[src/rtl/twostage_wdt_pkg.sv]
// Package: shared field positions, control-word type and prescaler table
// for the two-stage watchdog. Assumes a 32-bit control word.
package twostage_wdt_pkg;

    localparam int unsigned WORD_W   = 32;
    localparam int unsigned PRE_W    = 16;

    // Field positions that software decodes
    localparam int unsigned POS_CLKSEL = 10;
    localparam int unsigned POS_FREEZE = 9;
    localparam int unsigned POS_EN     = 7;
    localparam int unsigned POS_IE     = 6;
    localparam int unsigned POS_TSEL   = 4;
    localparam int unsigned POS_WARN   = 3;
    localparam int unsigned POS_BITE   = 2;
    localparam int unsigned POS_RSTEN  = 1;
    localparam int unsigned POS_KICK   = 0;

    typedef struct packed {
        logic [1:0] clk_sel;
        logic       freeze;
        logic       en;
        logic       irq_en;
        logic [1:0] tsel;
        logic       warn_flag;
        logic       bite_flag;
        logic       rst_en;
    } wdt_cfg_t;

    localparam wdt_cfg_t CFG_DEFAULT = '{
        clk_sel:   2'd1,
        freeze:    1'b0,
        en:        1'b0,
        irq_en:    1'b0,
        tsel:      2'd0,
        warn_flag: 1'b0,
        bite_flag: 1'b0,
        rst_en:    1'b0
    };

    // Last prescaler count value (divisor - 1) for a select code
    function automatic logic [PRE_W-1:0] presc_last(input logic [1:0] sel);
        case (sel)
            2'd0:    return PRE_W'(0);
            2'd1:    return PRE_W'(255);
            2'd2:    return PRE_W'(2047);
            default: return PRE_W'(65535);
        endcase
    endfunction

    // Assemble the read-back view of the control word
    function automatic logic [WORD_W-1:0] cfg_view(input wdt_cfg_t c);
        logic [WORD_W-1:0] v;
        v = '0;
        v[POS_CLKSEL +: 2] = c.clk_sel;
        v[POS_FREEZE]      = c.freeze;
        v[POS_EN]          = c.en;
        v[POS_IE]          = c.irq_en;
        v[POS_TSEL +: 2]   = c.tsel;
        v[POS_WARN]        = c.warn_flag;
        v[POS_BITE]        = c.bite_flag;
        v[POS_RSTEN]       = c.rst_en;
        return v;
    endfunction

endpackage

[src/rtl/twostage_wdt_cfg.sv]
// Module: control word storage with write-1-to-clear status flags.
// Assumes warn_evt and bite_evt are single-cycle events from the counter.
// A hardware set and a software clear in the same cycle resolve to set.
module twostage_wdt_cfg
    import twostage_wdt_pkg::*;
(
    input  logic              clk,
    input  logic              rst_n,
    input  logic              core_rst_n,
    input  logic              wr_en,
    input  logic [WORD_W-1:0] wr_data,
    input  logic              warn_evt,
    input  logic              bite_evt,
    output wdt_cfg_t          cfg_q
);

    logic clr_warn;
    logic clr_bite;
    logic unused_wr_bits;

    assign clr_warn       = wr_en & wr_data[POS_WARN];
    assign clr_bite       = wr_en & wr_data[POS_BITE];
    assign unused_wr_bits = ^{wr_data[WORD_W-1:POS_CLKSEL+2], wr_data[8], wr_data[POS_KICK]};

    // Purpose: hold the control fields and update the sticky flags
    always_ff @(posedge clk) begin
        if (!rst_n) begin
            cfg_q <= CFG_DEFAULT;
        end else if (!core_rst_n) begin
            cfg_q           <= CFG_DEFAULT;
            cfg_q.bite_flag <= cfg_q.bite_flag;
        end else begin
            if (wr_en) begin
                cfg_q.clk_sel <= wr_data[POS_CLKSEL +: 2];
                cfg_q.freeze  <= wr_data[POS_FREEZE];
                cfg_q.en      <= wr_data[POS_EN];
                cfg_q.irq_en  <= wr_data[POS_IE];
                cfg_q.tsel    <= wr_data[POS_TSEL +: 2];
                cfg_q.rst_en  <= wr_data[POS_RSTEN];
            end
            cfg_q.warn_flag <= (cfg_q.warn_flag & ~clr_warn) | warn_evt;
            cfg_q.bite_flag <= (cfg_q.bite_flag & ~clr_bite) | bite_evt;
        end
    end

    // a 1 written to the warning flag clears it unless a warning coincides
    a_r4_warn_w1c: assert property (@(posedge clk) disable iff (!rst_n || !core_rst_n)
        (wr_en && wr_data[POS_WARN] && !warn_evt) |=> !cfg_q.warn_flag);

    // a 0 written to the reset flag keeps it set
    a_r4_bite_keep: assert property (@(posedge clk) disable iff (!rst_n || !core_rst_n)
        (wr_en && !wr_data[POS_BITE] && cfg_q.bite_flag) |=> cfg_q.bite_flag);

    // the reset flag only rises while the warning flag was set
    a_r7_bite_after_warn: assert property (@(posedge clk) disable iff (!rst_n || !core_rst_n)
        $rose(cfg_q.bite_flag) |-> $past(cfg_q.warn_flag));

endmodule

[src/rtl/twostage_wdt_presc.sv]
// Module: clock prescaler producing a one-cycle tick every divisor cycles.
// Assumes the select may change at any time; an out-of-range phase after a
// shrink of the divisor ticks at once and wraps to zero.
module twostage_wdt_presc
    import twostage_wdt_pkg::*;
(
    input  logic       clk,
    input  logic       rst_n,
    input  logic       core_rst_n,
    input  logic       run,
    input  logic       restart,
    input  logic [1:0] sel,
    output logic       tick
);

    logic [PRE_W-1:0] phase_q;
    logic [PRE_W-1:0] last;

    assign last = presc_last(sel);
    assign tick = run && (phase_q >= last);

    // Purpose: advance the phase while running, clear it on restart or wrap
    always_ff @(posedge clk) begin
        if (!rst_n || !core_rst_n) begin
            phase_q <= '0;
        end else if (restart) begin
            phase_q <= '0;
        end else if (run) begin
            if (phase_q >= last) phase_q <= '0;
            else                 phase_q <= phase_q + PRE_W'(1);
        end
    end

    // a stopped prescaler holds its phase
    a_r8_phase_hold: assert property (@(posedge clk) disable iff (!rst_n || !core_rst_n)
        (!run && !restart) |=> $stable(phase_q));

endmodule

[src/rtl/twostage_wdt_count.sv]
// Module: down counter with the two-stage expiry sequencing.
// Assumes tick is one cycle wide and load has priority over a tick.
// A count of zero means stopped until the next load.
module twostage_wdt_count #(
    parameter int unsigned BASE_EXP    = 14,
    parameter int unsigned GRACE_TICKS = 1024
) (
    input  logic       clk,
    input  logic       rst_n,
    input  logic       core_rst_n,
    input  logic       load,
    input  logic [1:0] load_tsel,
    input  logic       tick,
    input  logic       warn_flag,
    input  logic       rst_en,
    output logic       warn_evt,
    output logic       bite_evt,
    output logic       bite_q
);

    localparam int unsigned CNT_W = BASE_EXP + 7;
    localparam logic [CNT_W-1:0] GRACE_CNT = CNT_W'(GRACE_TICKS);

    logic [CNT_W-1:0] cnt_q;
    logic             expire;

    function automatic logic [CNT_W-1:0] timeout_of(input logic [1:0] s);
        return CNT_W'(1) << (BASE_EXP + 2 * int'(s));
    endfunction

    assign expire   = tick && !load && (cnt_q == CNT_W'(1));
    assign warn_evt = expire && !warn_flag;
    assign bite_evt = expire && warn_flag && rst_en;

    // Purpose: reload, count down, and arm the grace interval
    always_ff @(posedge clk) begin
        if (!rst_n || !core_rst_n) begin
            cnt_q <= timeout_of(2'd0);
        end else if (load) begin
            cnt_q <= timeout_of(load_tsel);
        end else if (tick && cnt_q != '0) begin
            if (cnt_q == CNT_W'(1)) cnt_q <= warn_flag ? '0 : GRACE_CNT;
            else                    cnt_q <= cnt_q - CNT_W'(1);
        end
    end

    // Purpose: register the system-reset request as a one-cycle pulse
    always_ff @(posedge clk) begin
        if (!rst_n || !core_rst_n) bite_q <= 1'b0;
        else                       bite_q <= bite_evt;
    end

    // no tick and no load means the count is frozen
    a_r8_count_hold: assert property (@(posedge clk) disable iff (!rst_n || !core_rst_n)
        (!tick && !load) |=> $stable(cnt_q));

    // a warning leaves exactly the grace count
    a_r6_grace_reload: assert property (@(posedge clk) disable iff (!rst_n || !core_rst_n)
        warn_evt |=> (cnt_q == GRACE_CNT));

    // the system-reset pulse lasts one cycle
    a_r7_single_pulse: assert property (@(posedge clk) disable iff (!rst_n || !core_rst_n)
        bite_q |=> !bite_q);

endmodule

[src/rtl/twostage_wdt.sv]
// Module: two-stage watchdog top. Ties the control word, prescaler and
// expiry counter together. Assumes clk is also the reference tick.
module twostage_wdt
    import twostage_wdt_pkg::*;
#(
    parameter int unsigned BASE_EXP    = 14,
    parameter int unsigned GRACE_TICKS = 1024
) (
    input  logic        clk,
    input  logic        rst_n,
    input  logic        core_rst_n,
    input  logic        wr_en,
    input  logic [31:0] wr_data,
    output logic [31:0] ctrl_q,
    output logic        irq,
    output logic        sys_rst_pulse
);

    wdt_cfg_t cfg;
    logic     kick;
    logic     tick;
    logic     warn_evt;
    logic     bite_evt;

    assign kick = wr_en & wr_data[POS_KICK];

    twostage_wdt_cfg u_cfg (
        .clk        (clk),
        .rst_n      (rst_n),
        .core_rst_n (core_rst_n),
        .wr_en      (wr_en),
        .wr_data    (wr_data),
        .warn_evt   (warn_evt),
        .bite_evt   (bite_evt),
        .cfg_q      (cfg)
    );

    twostage_wdt_presc u_presc (
        .clk        (clk),
        .rst_n      (rst_n),
        .core_rst_n (core_rst_n),
        .run        (cfg.en),
        .restart    (kick),
        .sel        (cfg.clk_sel),
        .tick       (tick)
    );

    twostage_wdt_count #(
        .BASE_EXP    (BASE_EXP),
        .GRACE_TICKS (GRACE_TICKS)
    ) u_count (
        .clk        (clk),
        .rst_n      (rst_n),
        .core_rst_n (core_rst_n),
        .load       (kick),
        .load_tsel  (wr_data[POS_TSEL +: 2]),
        .tick       (tick),
        .warn_flag  (cfg.warn_flag),
        .rst_en     (cfg.rst_en),
        .warn_evt   (warn_evt),
        .bite_evt   (bite_evt),
        .bite_q     (sys_rst_pulse)
    );

    assign ctrl_q = cfg_view(cfg);
    assign irq    = cfg.warn_flag & cfg.irq_en;

    // a reset pulse is always accompanied by the reset flag
    a_r7_pulse_sets_flag: assert property (@(posedge clk) disable iff (!rst_n || !core_rst_n)
        sys_rst_pulse |-> ctrl_q[POS_BITE]);

endmodule

[config.mk]
export PLATFORM = sky130hd
export DESIGN_NAME = twostage_wdt
export DESIGN_NICKNAME = d
export VERILOG_FILES = /design/src/rtl/twostage_wdt_pkg.sv /design/src/rtl/twostage_wdt_cfg.sv /design/src/rtl/twostage_wdt_presc.sv /design/src/rtl/twostage_wdt_count.sv /design/src/rtl/twostage_wdt.sv
export SDC_FILE = /design/constraint.sdc
export NUM_CORES = 1
export LEC_CHECK = 0
export ABC_AREA = 0
export CORE_MARGIN = 5
export CORE_UTILIZATION = 58
export CTS_BUF_LIST = sky130_fd_sc_hd__clkbuf_8 sky130_fd_sc_hd__clkbuf_16
export CTS_CLUSTER_DIAMETER = 80
export DETAILED_ROUTE_END_ITERATION = 6
export DONT_BUFFER_PORTS = 1
export HOLD_SLACK_MARGIN = 0.05
export PLACE_DENSITY = 0.74
export SYNTH_ARGS = -nofsm -noshare
export SYNTH_HDL_FRONTEND = slang
export SYNTH_SLANG_ARGS = --single-unit
[constraint.sdc]
create_clock -name clk -period 6.75 [get_ports clk]
set_clock_uncertainty 0.05 [all_clocks]
set_input_delay 0.675 -clock clk [delete_from_list [all_inputs] [get_ports clk]]
set_output_delay 0.675 -clock clk [all_outputs]
set_load 0.01 [all_outputs]
==> results.cfg, run 1 <==
[outcome]
status = finished clean

[synthesis]
yosys.area.top_type = sky130_fd_sc_hd__dfxtp_1
synth_area_sq_um = 2800
postSynth.asyncResetShare_pct = 0
synthesis.area_per_instance_sq_um = 8.30
synth_ff_type = sky130_fd_sc_hd__dfxtp_1
netlist_top_cells_area = sky130_fd_sc_hd__dfxtp_1, sky130_fd_sc_hd__buf_4, sky130_fd_sc_hd__nor2_1, sky130_fd_sc_hd__ha_1, sky130_fd_sc_hd__a32o_1
number_of_enable_flip_flop_cells_after_synthesis = 0
yosysWarningCount = 0
yosysSeqAreaShare_pct = 34.3
netlist_instances = 337
ffs_latches_synth = 48
synthDominantCellAreaShare_pct = 34.3
post_synth_num_cell_types = 54

[routing]
post_drt_via_cell_ratio = 6.07
routed_wire_length_um = 5880
drt_first_pass_iters = 4
top_signal_layer_used = met4
wl_met2_um = 3020
detail-route-antenna-nets = 0
dr_total_vias = 2329
wire_per_inst_um = 15.3
first_iter_violations = 123
met3_length_um = 201
routed_length_on_met1_um = 2550
post-route-drc-count = 0

[worst_setup_path]
setup.worst_path.class = flop to flop
r2r_end = u_count.cnt_q[19]
worstRegToRegCells = 8
endpoint = u_count.cnt_q[19]
regToRegSetupSlack_ps = 4080
critical_path_peak_fanout = 12
critPathArrivalTime_ps = 2870
crit_path_start = u_cfg.cfg_q[9]
cp_data_required_time_ps = 6950
timing.critical_path.to_type = flop
start_kind = flop
worst_r2r_startpoint = u_cfg.cfg_q[9]

[clock_network]
cts_hold_repair_buffers = 0
resized_after_cts = 0
clkLatencyLatePin_ps = 300
cts_sinks = 48
cts_max_path_buffers = 2
cts_setup_buffers = 0
clock_tree.root_cell = sky130_fd_sc_hd__clkbuf_8
cts_made_buffers = 5
cts_tree = yes
path_clk_slew_ps = 90
cts_htree_levels = 2

[sta]
final_period_minus_worst_setup_slack_ps = 2670
fin_crit_sh_pct = 39.6
rsz0062_at_grt = no
post-route-worst-setup-slack_ps = 4080
final_hold_viol_count = 0
achievable-frequency_ghz = 0.374
report.final.setup_viol = 0
final.setup.tns_ps = 0
maxSlewHeadroom_pct = 50.7
finalMaxSlewViolations = 0
timing_worst_slew_pin_value_ps = 733

[final_layout]
n_antenna_cell = 0
drive_above_1_share_pct = 6.36
area_growth_pct = 0.179
finish.net_count = 374

[power]
share_clk_of_total_power_pct = 35.3
sequentialPowerShare_pct = 59.0
irDropWorstVdd_v = 0.000119
power_leakage_nw = 1.06
swShare_pct = 23.4
power.switching_mw = 0.115
power_per_cell_area_nw_per_um2 = 175
internal_pwr_total_mw = 0.375
power_frac_comb_pct = 5.7

[floorplan]
io_pins = 70
dieHeight_um = 79.5
die_outline_area_sq_um = 6310
start_util_pct = 59.6
core_area_sq_um = 4690
placement_rows = 25
die_x_um = 79.5

[global_route]
wire_length_of_the_first_global_routing_pass_um = 9850
grt_max_degree = 21
grt-ovfl-total = 0
number_of_global_route_vias_before_repair = 2104
grtUsageTotal_pct = 19.5
antenna_found_initial = 0

[place]
dp_slack_ps = 4110
gp_congestion = 0.819
port-buffer-count = 0
hpwl_after_dpl_um = 4340

[flow_run]
number_of_maximum_capacitance_constraint_violations = 0

[worst_hold_path]
hold_path_class = input port to flop
synthesized netlist by cell type, drive strengths merged, types with 8 or more instances:
cell,instances
a21oi,9
a32o,11
buf,30
clkbuf,9
dfxtp,48
ha,9
inv,8
mux2i,10
nand2,25
nand3,16
nand4,12
nor2,43
nor3,14
nor4,11
o21ai,10
or3,9
xor2,8
routing by layer:
metal,up-vias,global-route usage (%)
met4,0,8.59
met1,1124,22.3
met3,9,4.51
li1,1158,-
met2,38,34.3
met5,-,0
power by group through the flow:
stage / Clock (mW) / Sequential [mW] / Combinational [mW]
floorplan: 0 / 0.294 / 0.0361
global placement: 0 / 0.295 / 0.0273
detailed placement: 0 / 0.295 / 0.0276
CTS: 0.178 / 0.289 / 0.0277
global route: 0.191 / 0.289 / 0.0317
finish: 0.173 / 0.289 / 0.0281
cell type report:
type	instances	area [sq um]
Fill cell	436	1890
Multi-Input combinational cell	263	1630
Sequential cell	48	961
Clock buffer	6	82.6
Tap cell	54	67.6
Inverter	8	30.0
Timing Repair Buffer	3	22.5
Clock inverter	2	7.51
flip-flops by register name (all words and copies together), names as in the netlist:
signal	cells
u_count.cnt_q	21
u_presc.phase_q	16
u_count.bite_q	1
u_cfg.cfg_q	10
placed cells by master, fill, tap and decap left out, types with 11 or more instances in the layout:
master	n
sky130_fd_sc_hd__nand4_1	12
sky130_fd_sc_hd__nand2_1	25
sky130_fd_sc_hd__a32o_1	11
sky130_fd_sc_hd__nor2_1	43
sky130_fd_sc_hd__nor3_1	14
sky130_fd_sc_hd__dfxtp_1	48
sky130_fd_sc_hd__nand3_1	15
sky130_fd_sc_hd__conb_1	22
worst min path at each step:
stage	from	to	slack [ps]	cells after the start
after global placement	u_count.cnt_q[9]	u_count.cnt_q[9]	430	1
after floorplan	u_cfg.cfg_q[0]	u_count.bite_q	410	2
after global routing	core_rst_n	u_cfg.cfg_q[8]	390	1
after CTS	core_rst_n	u_cfg.cfg_q[8]	380	1
final	core_rst_n	u_cfg.cfg_q[8]	390	1
after detailed placement	u_count.cnt_q[9]	u_count.cnt_q[9]	450	1
metrics by stage:
stage	util, %	instance area, sq um	instances	hold slack [ps]	total power [mW]
final	59.7	2800	384	389	0.490
after detailed placement	57.8	2710	376	446	0.323
after global placement	57.8	2710	376	427	0.323
after CTS	59.7	2800	384	380	0.495
after floorplan	-	2880	358	405	0.330
after global routing	59.7	2800	384	386	0.512
cells by family after synthesis:
logic type,synth area share [%]
flip-flops,34.3
AND/OR/NAND/NOR,27.2
buffers and inverters,10.2
multiplexers,3.98
XOR/XNOR,4.38
other,0.134
AO/OA/AOI/OAI,15.8
adder cells (fa/ha/maj),4.03
critical path, cell delays in order, from the launching register on:
cell                       delay, ps
sky130_fd_sc_hd__dfxtp_1         510
sky130_fd_sc_hd__nand2_1         210
sky130_fd_sc_hd__ha_1            340
sky130_fd_sc_hd__nand4_1         120
sky130_fd_sc_hd__a211oi_1        220
sky130_fd_sc_hd__o211ai_1        170
sky130_fd_sc_hd__a21bo_2         320
sky130_fd_sc_hd__nor3_1          460
sky130_fd_sc_hd__a32o_1          200
(Power assumes the default switching activity.)
==> inputs of run 2 (changes only) <==
Clock period 6.75 ns to 2.46 ns, I/O delays scaled along.
==> results.cfg, run 2 (same netlist as run 1, synthesis figures left out) <==
[final_layout]
drive_above_1_share_pct = 11.9
largest_register_ffs = 21
area_growth_pct = 8.14
final_common_cell = sky130_fd_sc_hd__dfxtp_1
n_antenna_cell = 0
multi_input_gate_area_sq_um = 1660
register_area_sq_um = 963
registers.top_by_ff_count = u_count.cnt_q
finish.net_count = 397
nFillCells = 407
top_regs = u_count.cnt_q x21, u_presc.phase_q x16, u_cfg.cfg_q x10
layout.core_utilization_pct = 64.5
most-common-layout-cells = sky130_fd_sc_hd__dfxtp_1, sky130_fd_sc_hd__nor2_1, sky130_fd_sc_hd__nand2_1

[worst_hold_path]
worst_hold_endpoint = u_cfg.cfg_q[3]
hold_path_class = input port to flop
hold_depth = 2
hold_path_startpoint = wr_data[4]

[worst_setup_path]
r2r_end = u_count.cnt_q[8]
critical-path-slowest-cell = sky130_fd_sc_hd__nor3_1
critPathArrivalTime_ps = 2600
cp_data_required_time_ps = 2660
regToRegSetupSlack_ps = 60
timing.critical_path.cells = nand2_2, ha_1, nand4_1, a211oi_1, o211ai_1, a21bo_4, nor3_1, a32o_1
worst-path-buf-inv = 0
start_kind = flop
worstRegToRegCells = 8
crit_family = compound AO/OA/AOI/OAI gates
worst_r2r_startpoint = u_cfg.cfg_q[9]
critical-path-max-stage-delay_ps = 430
timing.critical_path.to_type = flop
critical_path_peak_fanout = 5
setup.worst_path.class = flop to flop

[global_route]
number_of_global_route_vias_before_repair = 2361
grt_max_degree = 21
grt-ovfl-total = 0
wire_length_of_the_first_global_routing_pass_um = 10700
grtUsageTotal_pct = 21.1
antenna_found_initial = 0

[clock_network]
cts_made_buffers = 5
clock_tree.root_cell = sky130_fd_sc_hd__clkbuf_8
path_clk_slew_ps = 90
clkLatencyLatePin_ps = 300
cts_tree = yes
cts_sinks = 48
cts_max_path_buffers = 2
cts_htree_levels = 2

[routing]
routed_length_on_met1_um = 2730
met3_length_um = 346
first_iter_violations = 164
routed_wire_length_um = 6540
dr_total_vias = 2510
drt_first_pass_iters = 5
wire_per_inst_um = 16.1
wl_met2_um = 3340
top_signal_layer_used = met4
detail-route-antenna-nets = 0
post-route-drc-count = 0
post_drt_via_cell_ratio = 6.17

[sta]
post-route-worst-setup-slack_ps = 60.4
achievable-frequency_ghz = 0.417
final_hold_viol_count = 0
rsz0062_at_grt = yes
finalMaxSlewViolations = 0
final_period_minus_worst_setup_slack_ps = 2400
fin_crit_sh_pct = 97.5
report.final.setup_viol = 0
maxSlewHeadroom_pct = 63.7
timing_worst_slew_pin_value_ps = 541

[place]
dp_slack_ps = -3.99
hpwl_after_dpl_um = 4410
gp_congestion = 0.889
port-buffer-count = 0

[power]
power_frac_comb_pct = 7.4
internal_pwr_total_mw = 1.04
power.switching_mw = 0.330
swShare_pct = 24.0
sequentialPowerShare_pct = 57.4
power_per_cell_area_nw_per_um2 = 454
power_leakage_nw = 1.17
share_clk_of_total_power_pct = 35.2
irDropWorstVdd_v = 0.000367

[floorplan]
start_util_pct = 59.6
io_pins = 70
die_x_um = 79.5
placement_rows = 25
core_area_sq_um = 4690
dieHeight_um = 79.5
die_outline_area_sq_um = 6310

[outcome]
status = finished clean

[flow_run]
number_of_maximum_capacitance_constraint_violations = 0
[run 2: cell types whose count changed in the layout (fill, tap and decap cells not counted), sizes merged]
cell	delta
dlygate4sd3	+8
a21bo	+1
buf	+14
[run 2: cell type report]
| type | count | share of cell area (%) |
|---|---|---|
| multi-input cells | 264 | 55.0 |
| flip-flops and latches | 48 | 31.8 |
| repair buffers | 25 | 6.99 |
| clock buffers | 6 | 2.73 |
| well taps | 54 | 2.23 |
| inverters | 8 | 0.993 |
| clock inverters | 2 | 0.248 |
[run 2: power groups by stage]
stage	Sequential (mW)	Clock (mW)	Combinational (mW)
6_report	0.789	0.484	0.101
5_1_grt	0.790	0.527	0.111
4_1_cts	0.788	0.493	0.0973
3_5_place_dp	0.806	0	0.0865
3_3_place_gp	0.806	0	0.0851
2_1_floorplan	0.806	0	0.0989
[run 2: worst max-delay path by stage]
stage	slack [ps]	to	startpoint	cells after the start
after floorplan	90	u_count.cnt_q[14]	u_cfg.cfg_q[9]	9
after CTS	30	u_count.cnt_q[16]	u_count.cnt_q[17]	6
after detailed placement	-4	u_count.cnt_q[2]	u_count.cnt_q[17]	6
after global placement	20	u_count.cnt_q[17]	u_count.cnt_q[17]	6
final	60	u_count.cnt_q[8]	u_cfg.cfg_q[9]	8
after global routing	-90	u_presc.phase_q[10]	u_cfg.cfg_q[8]	9
[run 2: repair_timing]
| item | 4_1_cts | 5_1_grt |
|---|---|---|
| hold endpoints to repair | 7 | 0 |
| resized for setup | 1 | 8 |
| hold buffers | 8 | 0 |
| pin swaps | 0 | 3 |
| setup buffers | 0 | 1 |
| gates cloned | 0 | 1 |
| setup endpoints to repair | 7 | 29 |
[run 2: per-layer routing]
layer	GRT usage [%]	vias up
met3	4.63	19
met4	8.59	0
met1	24.9	1199
li1	-	1202
met5	0	-
met2	36.7	90
[run 2: stage by stage]
stage	cell area [sq um]	cells	TNS (ps)	total power, mW	hold slack [ps]
5_1_grt	3030	407	-228	1.43	56.4
3_3_place_gp	2810	389	0	0.891	273
3_5_place_dp	2810	389	-11.8	0.893	274
4_1_cts	2990	405	0	1.38	50.0
2_1_floorplan	2880	358	0	0.905	268
6_report	3030	407	0	1.37	48.6
